<file path="config.mk">
export PLATFORM = sky130hd
export DESIGN_NAME = pp_adder
export DESIGN_NICKNAME = d
export VERILOG_FILES = /design/src/rtl/pp_adder_pkg.sv /design/src/rtl/pp_gp_setup.sv /design/src/rtl/pp_tree_dense.sv /design/src/rtl/pp_tree_sparse.sv /design/src/rtl/pp_sum_stage.sv /design/src/rtl/pp_adder.sv
export SDC_FILE = /design/constraint.sdc
export NUM_CORES = 1
export LEC_CHECK = 0
export BUFFER_PORTS_ARGS = -buffer_cell sky130_fd_sc_hd__buf_2
export CORE_AREA = 2 2 49 51
export DETAILED_ROUTE_END_ITERATION = 12
export DIE_AREA = 0 0 51 53
export PLACE_DENSITY_LB_ADDON = 0.08
export SLEW_MARGIN = 20
export SYNTH_ARGS = -nofsm -noshare
export SYNTH_HDL_FRONTEND = slang
export SYNTH_SLANG_ARGS = --single-unit
export TNS_END_PERCENT = 5
</file>
<file path="constraint.sdc">
create_clock -name vclk -period 2.65
set_input_delay 0.265 -clock vclk [all_inputs]
set_output_delay 0.265 -clock vclk [all_outputs]
set_load 0.02 [all_outputs]
</file>
<file path="src/rtl/pp_adder_pkg.sv">
`timescale 1ns/1ps
package pp_adder_pkg;

    typedef enum logic {
        TREE_DENSE,
        TREE_SPARSE
    } tree_kind_e;

    typedef struct packed {
        logic g;
        logic p;
    } gp_t;

    // Associative, non-commutative carry operator: hi is the more significant span.
    function automatic gp_t gp_merge(input logic hi_g, input logic hi_p,
                                     input logic lo_g, input logic lo_p);
        gp_t r;
        r.g = hi_g | (hi_p & lo_g);
        r.p = hi_p & lo_p;
        return r;
    endfunction

endpackage

</file>
<file path="src/rtl/pp_gp_setup.sv">
`timescale 1ns/1ps
module pp_gp_setup #(
    parameter int WIDTH = 16
) (
    input  logic [WIDTH-1:0] a_i,
    input  logic [WIDTH-1:0] b_i,
    input  logic             cin_i,
    output logic [WIDTH-1:0] gen_o,
    output logic [WIDTH-1:0] prop_o
);

    logic [WIDTH-1:0] raw_gen;

    assign raw_gen = a_i & b_i;
    assign prop_o  = a_i ^ b_i;

    // The carry-in occupies the prefix slot below bit 0; fold it into bit 0 here.
    generate
        if (WIDTH > 1) begin : g_upper
            assign gen_o[WIDTH-1:1] = raw_gen[WIDTH-1:1];
        end
    endgenerate
    assign gen_o[0] = raw_gen[0] | (prop_o[0] & cin_i);

endmodule

</file>
<file path="src/rtl/pp_tree_dense.sv">
`timescale 1ns/1ps
module pp_tree_dense
    import pp_adder_pkg::*;
#(
    parameter int WIDTH = 16
) (
    input  logic [WIDTH-1:0] gen_i,
    input  logic [WIDTH-1:0] prop_i,
    output logic [WIDTH-1:0] grp_g_o,
    output logic [WIDTH-1:0] grp_p_o
);

    localparam int LEVELS = $clog2(WIDTH);

    logic [WIDTH-1:0] g_s [LEVELS+1];
    logic [WIDTH-1:0] p_s [LEVELS+1];

    assign g_s[0] = gen_i;
    assign p_s[0] = prop_i;

    generate
        for (genvar l = 0; l < LEVELS; l++) begin : g_lvl
            localparam int DIST = 1 << l;
            for (genvar i = 0; i < WIDTH; i++) begin : g_bit
                if (i >= DIST) begin : g_op
                    gp_t r;
                    assign r = gp_merge(g_s[l][i], p_s[l][i],
                                        g_s[l][i-DIST], p_s[l][i-DIST]);
                    assign g_s[l+1][i] = r.g;
                    assign p_s[l+1][i] = r.p;
                end else begin : g_pass
                    assign g_s[l+1][i] = g_s[l][i];
                    assign p_s[l+1][i] = p_s[l][i];
                end
            end
        end
    endgenerate

    assign grp_g_o = g_s[LEVELS];
    assign grp_p_o = p_s[LEVELS];

endmodule

</file>
<file path="src/rtl/pp_tree_sparse.sv">
`timescale 1ns/1ps
module pp_tree_sparse
    import pp_adder_pkg::*;
#(
    parameter int WIDTH = 16
) (
    input  logic [WIDTH-1:0] gen_i,
    input  logic [WIDTH-1:0] prop_i,
    output logic [WIDTH-1:0] grp_g_o,
    output logic [WIDTH-1:0] grp_p_o
);

    localparam int LEVELS = $clog2(WIDTH);
    localparam int STAGES = 2 * LEVELS - 1;

    logic [WIDTH-1:0] g_s [STAGES+1];
    logic [WIDTH-1:0] p_s [STAGES+1];

    assign g_s[0] = gen_i;
    assign p_s[0] = prop_i;

    generate
        for (genvar s = 0; s < STAGES; s++) begin : g_stage
            // Stages below LEVELS sweep upward; the rest fill in downward.
            localparam bit UP   = (s < LEVELS);
            localparam int LVL  = UP ? s : (2 * LEVELS - 2 - s);
            localparam int STEP = 2 << LVL;
            localparam int HALF = 1 << LVL;
            for (genvar i = 0; i < WIDTH; i++) begin : g_bit
                localparam bit ACT = UP ? (((i + 1) % STEP) == 0)
                                        : ((((i + 1) % STEP) == HALF) && (i >= STEP));
                if (ACT) begin : g_op
                    gp_t r;
                    assign r = gp_merge(g_s[s][i], p_s[s][i],
                                        g_s[s][i-HALF], p_s[s][i-HALF]);
                    assign g_s[s+1][i] = r.g;
                    assign p_s[s+1][i] = r.p;
                end else begin : g_pass
                    assign g_s[s+1][i] = g_s[s][i];
                    assign p_s[s+1][i] = p_s[s][i];
                end
            end
        end
    endgenerate

    assign grp_g_o = g_s[STAGES];
    assign grp_p_o = p_s[STAGES];

endmodule

</file>
<file path="src/rtl/pp_sum_stage.sv">
`timescale 1ns/1ps
module pp_sum_stage #(
    parameter int WIDTH = 16
) (
    input  logic [WIDTH-1:0] prop_i,
    input  logic [WIDTH-1:0] grp_g_i,
    input  logic             cin_i,
    output logic [WIDTH-1:0] sum_o,
    output logic [WIDTH:0]   carry_o
);

    assign carry_o[0]       = cin_i;
    assign carry_o[WIDTH:1] = grp_g_i;
    assign sum_o            = prop_i ^ carry_o[WIDTH-1:0];

endmodule

</file>
<file path="src/rtl/pp_adder.sv">
`timescale 1ns/1ps
module pp_adder
    import pp_adder_pkg::*;
#(
    parameter int         WIDTH = 16,
    parameter tree_kind_e TREE  = TREE_DENSE
) (
    input  logic [WIDTH-1:0] a_i,
    input  logic [WIDTH-1:0] b_i,
    input  logic             cin_i,
    output logic [WIDTH-1:0] sum_o,
    output logic             cout_o,
    output logic [WIDTH:0]   carry_o
);

    logic [WIDTH-1:0] gen;
    logic [WIDTH-1:0] prop;
    logic [WIDTH-1:0] grp_g;
    logic [WIDTH-1:0] grp_p;

    pp_gp_setup #(.WIDTH(WIDTH)) u_setup (
        .a_i    (a_i),
        .b_i    (b_i),
        .cin_i  (cin_i),
        .gen_o  (gen),
        .prop_o (prop)
    );

    generate
        if (TREE == TREE_SPARSE) begin : g_sparse
            pp_tree_sparse #(.WIDTH(WIDTH)) u_tree (
                .gen_i   (gen),
                .prop_i  (prop),
                .grp_g_o (grp_g),
                .grp_p_o (grp_p)
            );
        end else begin : g_dense
            pp_tree_dense #(.WIDTH(WIDTH)) u_tree (
                .gen_i   (gen),
                .prop_i  (prop),
                .grp_g_o (grp_g),
                .grp_p_o (grp_p)
            );
        end
    endgenerate

    pp_sum_stage #(.WIDTH(WIDTH)) u_sum (
        .prop_i  (prop),
        .grp_g_i (grp_g),
        .cin_i   (cin_i),
        .sum_o   (sum_o),
        .carry_o (carry_o)
    );

    assign cout_o = grp_g[WIDTH-1];

endmodule

</file>
==> Word level (Yosys, flattened, before mapping) <==
Index checks and enable logic that the tools add are counted.
{ "totals": {"regBits": 0, "input_bits": 33, "output_inout_bits": 34} }
{ "op_classes": {"n_bitwise": 137} }
{ "ops": {"columns": ["cell", "count"], "rows": [
  ["1-bit bitwise AND", 84],
  ["1-bit OR", 50],
  ["16-bit XOR", 2],
  ["16-bit bitwise AND", 1]
]} }

==> Depth between registers and ports, before layout <==
{ "logic_depth": {"depth_word": 11, "depth_mapped": 9} }

==> Modules after synthesis <==
Synthesis repeated with hierarchy kept, for this count alone.
{ "unflattened": {"hier_cells": 114, "hier_area_um2": 908.4} }
{ "modules_own_cells": {"columns": ["module", "instances", "cells_each", "area_per_inst_um2", "seq_area_each_um2"], "rows": [
  ["pp_tree_dense", 1, 64, 432.9, 0.0],
  ["pp_sum_stage", 1, 33, 267.8, 0.0],
  ["pp_gp_setup", 1, 17, 207.7, 0.0]
]} }

==> Least setup slack after synthesis <==
Ideal clock, no wire load.
{ "synth_timing": {"path_type": "input -> output", "start": "input port b_i[0]", "end": "output port carry_o[16]", "t_arrival_ns": 2.303, "path_slack_ns": 0.082, "cell_stages": 9, "path_buffers": 1, "cell_sequence": "fa_1 -> inv_1 -> fa_1 -> nor2b_1 -> o21bai_1 -> a21oi_1 -> a211oi_1 -> a21oi_1 -> buf_4"} }
{ "synth_via": {"elab_chain_cells": 11} }
{ "synth_lines": {"columns": ["item", "line_no", "text"], "rows": [
  ["start: declaration", "pp_adder.sv:9", "input logic [WIDTH-1:0] b_i,"],
  ["16-bit XOR", "pp_gp_setup.sv:15", "assign prop_o = a_i ^ b_i;"],
  ["1-bit bitwise AND", "pp_gp_setup.sv:23", "assign gen_o[0] = raw_gen[0] | (prop_o[0] & cin_i);"],
  ["1-bit OR *", "pp_gp_setup.sv:23", null],
  ["1-bit bitwise AND *", "pp_adder_pkg.sv:18", "r.g = hi_g | (hi_p & lo_g);"],
  ["1-bit OR *", "pp_adder_pkg.sv:18", null],
  ["1-bit bitwise AND *", "pp_adder_pkg.sv:18", null],
  ["1-bit OR *", "pp_adder_pkg.sv:18", null],
  ["1-bit bitwise AND *", "pp_adder_pkg.sv:18", null],
  ["1-bit OR *", "pp_adder_pkg.sv:18", null],
  ["1-bit bitwise AND *", "pp_adder_pkg.sv:18", null],
  ["1-bit OR *", "pp_adder_pkg.sv:18", null],
  ["end: declaration", "pp_adder.sv:13", "output logic [WIDTH:0] carry_o"]
]} }
Mark *: on every way between the ends. The rest lies on a longest branch, timed or not.

==> Worst setup path after layout <==
{ "layout_timing": {"start": "input port a_i[0]", "end": "output port sum_o[12]"} }
{ "layout_via": {"elab_chain_cells": 10} }
{ "layout_lines": {"columns": ["item", "line_no", "text"], "rows": [
  ["start: declaration", "pp_adder.sv:8", "input logic [WIDTH-1:0] a_i,"],
  ["16-bit XOR", "pp_gp_setup.sv:15", null],
  ["1-bit bitwise AND", "pp_gp_setup.sv:23", null],
  ["1-bit OR *", "pp_gp_setup.sv:23", null],
  ["1-bit bitwise AND *", "pp_adder_pkg.sv:18", null],
  ["1-bit OR *", "pp_adder_pkg.sv:18", null],
  ["1-bit bitwise AND *", "pp_adder_pkg.sv:18", null],
  ["1-bit OR *", "pp_adder_pkg.sv:18", null],
  ["1-bit bitwise AND *", "pp_adder_pkg.sv:18", null],
  ["1-bit OR *", "pp_adder_pkg.sv:18", null],
  ["16-bit XOR *", "pp_sum_stage.sv:14", "assign sum_o = prop_i ^ carry_o[WIDTH-1:0];"],
  ["end: declaration", "pp_adder.sv:11", "output logic [WIDTH-1:0] sum_o,"]
]} }
Marked as above.

==> run_results.csv <==
group,metric,value,unit
cells_and_area,final_layout_size_suffix_gt1_share,39.68,%
power_and_ir_drop,p_leak,0.0007144,uW
synthesis,synth_fp_nets,173,
clocking,postCtsSetupBuffers,0,
floorplan,start_util,41.35,%
critical_path,arrival,2210,ps
synthesis,synth.area.top_cells,"ha_1 21%, a21oi_1 7.3%, xnor2_1 6.9%",
sta,final.period_utilization,93.41,%
placement,hpwl,2108,um
synthesis,synth-seq-area-share,0,%
global_route,grt_pass1_wl,3843,um
synthesis,yosysMostFrequentCell,"ha_1",
cells_and_area,diodes,0,
critical_path,slowest_delay,480,ps
critical_path,path_class,"in2out",
cells_and_area,final_nets,241,
synthesis,ys_warn_count,0,
sta,maxSlewHeadroom,75.91,%
sta,rsz0062_at_grt,"no",
power_and_ir_drop,irDropWorstVdd,0.0001825,V
power_and_ir_drop,power_density,356.7,nW/um^2
cells_and_area,clkbuf_count,0,
placement,portBuffers,67,
critical_path,worstSetupPathDepth,11,
synthesis,synth_cell_types,36,
synthesis,yosys-top-cells-count,"15 x ha_1, 13 x a21oi_1, 12 x nand2_1, 11 x inv_1",
routing,post-route-drc-count,0,
cells_and_area,area.growth.synth_to_final,41.55,%
critical_path,cp_max_fo,4,
synthesis,synthCells,123,
cells_and_area,design.seq.count,0,
global_route,grt_max_degree,8,
critical_path,critPathBufInv,4,
routing,wl,2378,um
synthesis,netlist_area,888.4,sq um
critical_path,cp-end-kind,"output port",
sta,final-setup-viol-count,0,
critical_path,critPathLaunchType,"primary input",
run_status,status,"completed",
routing,drt.antenna.violating_nets,0,
min_path,hold_class,"in2out",
cells_and_area,finish.utilization,58.53,%
floorplan,die_x,51,um
min_path,hp-start,"cin_i",
critical_path,required,2380,ps
synthesis,synth_top_area_share,21.13,%
floorplan,dieArea,2703,sq um
routing,vias,1093,
synthesis,avgSynthCellArea,7.222,sq um
flow_run,drv_cap,0,
sta,fin_crit,2475,ps
placement,routabilityCongestion,0.8310,
critical_path,critPathTopFamily,"adder cells",
min_path,min_path_cells,2,
sta,worst_pin_slew,359.7,ps
sta,slew_violations,0,
sta,finalSetupTns,0,ps
critical_path,critPathSlowestCell,"fa_1",
floorplan,die_h,53,um
global_route,grt_pass1_vias,960,
sta,max_freq,404.0,MHz
global_route,antenna_found_initial,0,
routing,wl_per_cell,10.96,um
critical_path,crit_chain,"buf_2 -> fa_1 -> inv_1 -> fa_1 -> nor2b_1 -> o21bai_1 -> a21oi_2 -> a211oi_1 -> buf_4 -> xnor2_1 -> buf_2",
cells_and_area,fillers,225,
routing,via_per_inst,5.037,
critical_path,startpoint,"a_i[0]",
cells_and_area,seqCellArea,0,sq um
synthesis,yosysTopAreaCell,"ha_1",
sta,hold_viol_final,0,
global_route,gr-usage-all-layers,17.41,%
floorplan,num_io_pins,67,
floorplan,rows,17,
routing,initialDrtViolationCount,13,
floorplan,core_area,2148,sq um
cells_and_area,multi_input_area,830.8,sq um
global_route,overflow,0,
min_path,hold_end,"carry_o[0]",
routing,drt_pre_antenna_iters,4,
==> cells by family after synthesis <==
group,count (synthesis),share of synthesized area [%]
xor+xnor,13,12.82
compound gates,42,33.10
fa+ha+maj,17,25.63
simple gates,36,20.42
mux,1,1.127
buf+inv,14,6.900
==> routing by layer <==
layer / track usage [%] / share of wire (%) / up-vias
met5: 0 / 0 / -
met3: 0.2825 / 6.6 / 0
met2: 33.33 / 45 / 40
li1: - / - / 578
met4: 0.4505 / 0 / 0
met1: 22.84 / 48 / 475
==> report_power, final <==
group	total, uW	internal, uW	switching [uW]	leakage, uW
Sequential	0	0	0	0
Clock	0	0	0	0
Combinational	449	172	277	0.000714
Total	449	172	277	0.000714
==> stage by stage <==
step           area (sq um)  hold WS [ps]  setup slack [ps]  total power [uW]  std cells
5_1_grt                1257         792.4             18.30             488.2        217
3_5_place_dp           1254         779.0             147.4             447.2        217
6_report               1257         779.5             174.6             448.5        217
4_1_cts                1254         778.8             139.0             449.0        217
2_1_floorplan         888.4         642.6             82.29             312.2        123
3_3_place_gp           1254         774.3             205.8             442.7        217
==> worst max path at each step <==
stage	end	slack, ps
after global placement	carry_o[16]	210
after CTS	carry_o[16]	140
final	sum_o[12]	170
after floorplan	carry_o[16]	80
after detailed placement	carry_o[16]	150
after global routing	sum_o[8]	20
==> placed cells by master (no fill, tap or decap), types with 5 or more instances in the layout <==
master,n
a21o_1,5
a21oi_1,12
buf_2,67
ha_1,15
inv_1,11
nand2_1,12
nor2_1,5
o21ai_0,7
xnor2_1,7
xor2_1,6
==> timing repair <==
action                                  4_1_cts  5_1_grt
endpoints found under the setup margin        0        4
resized for setup                             0        1
hold buffers                                  0        0
==> cell type report <==
| type | instances | area share [%] |
|---|---|---|
| inverters | 11 | 3.284 |
| multi-input cells | 109 | 66.07 |
| well taps | 28 | 2.786 |
| repair buffers | 69 | 27.86 |
Power figures use the tool's default switching activity.
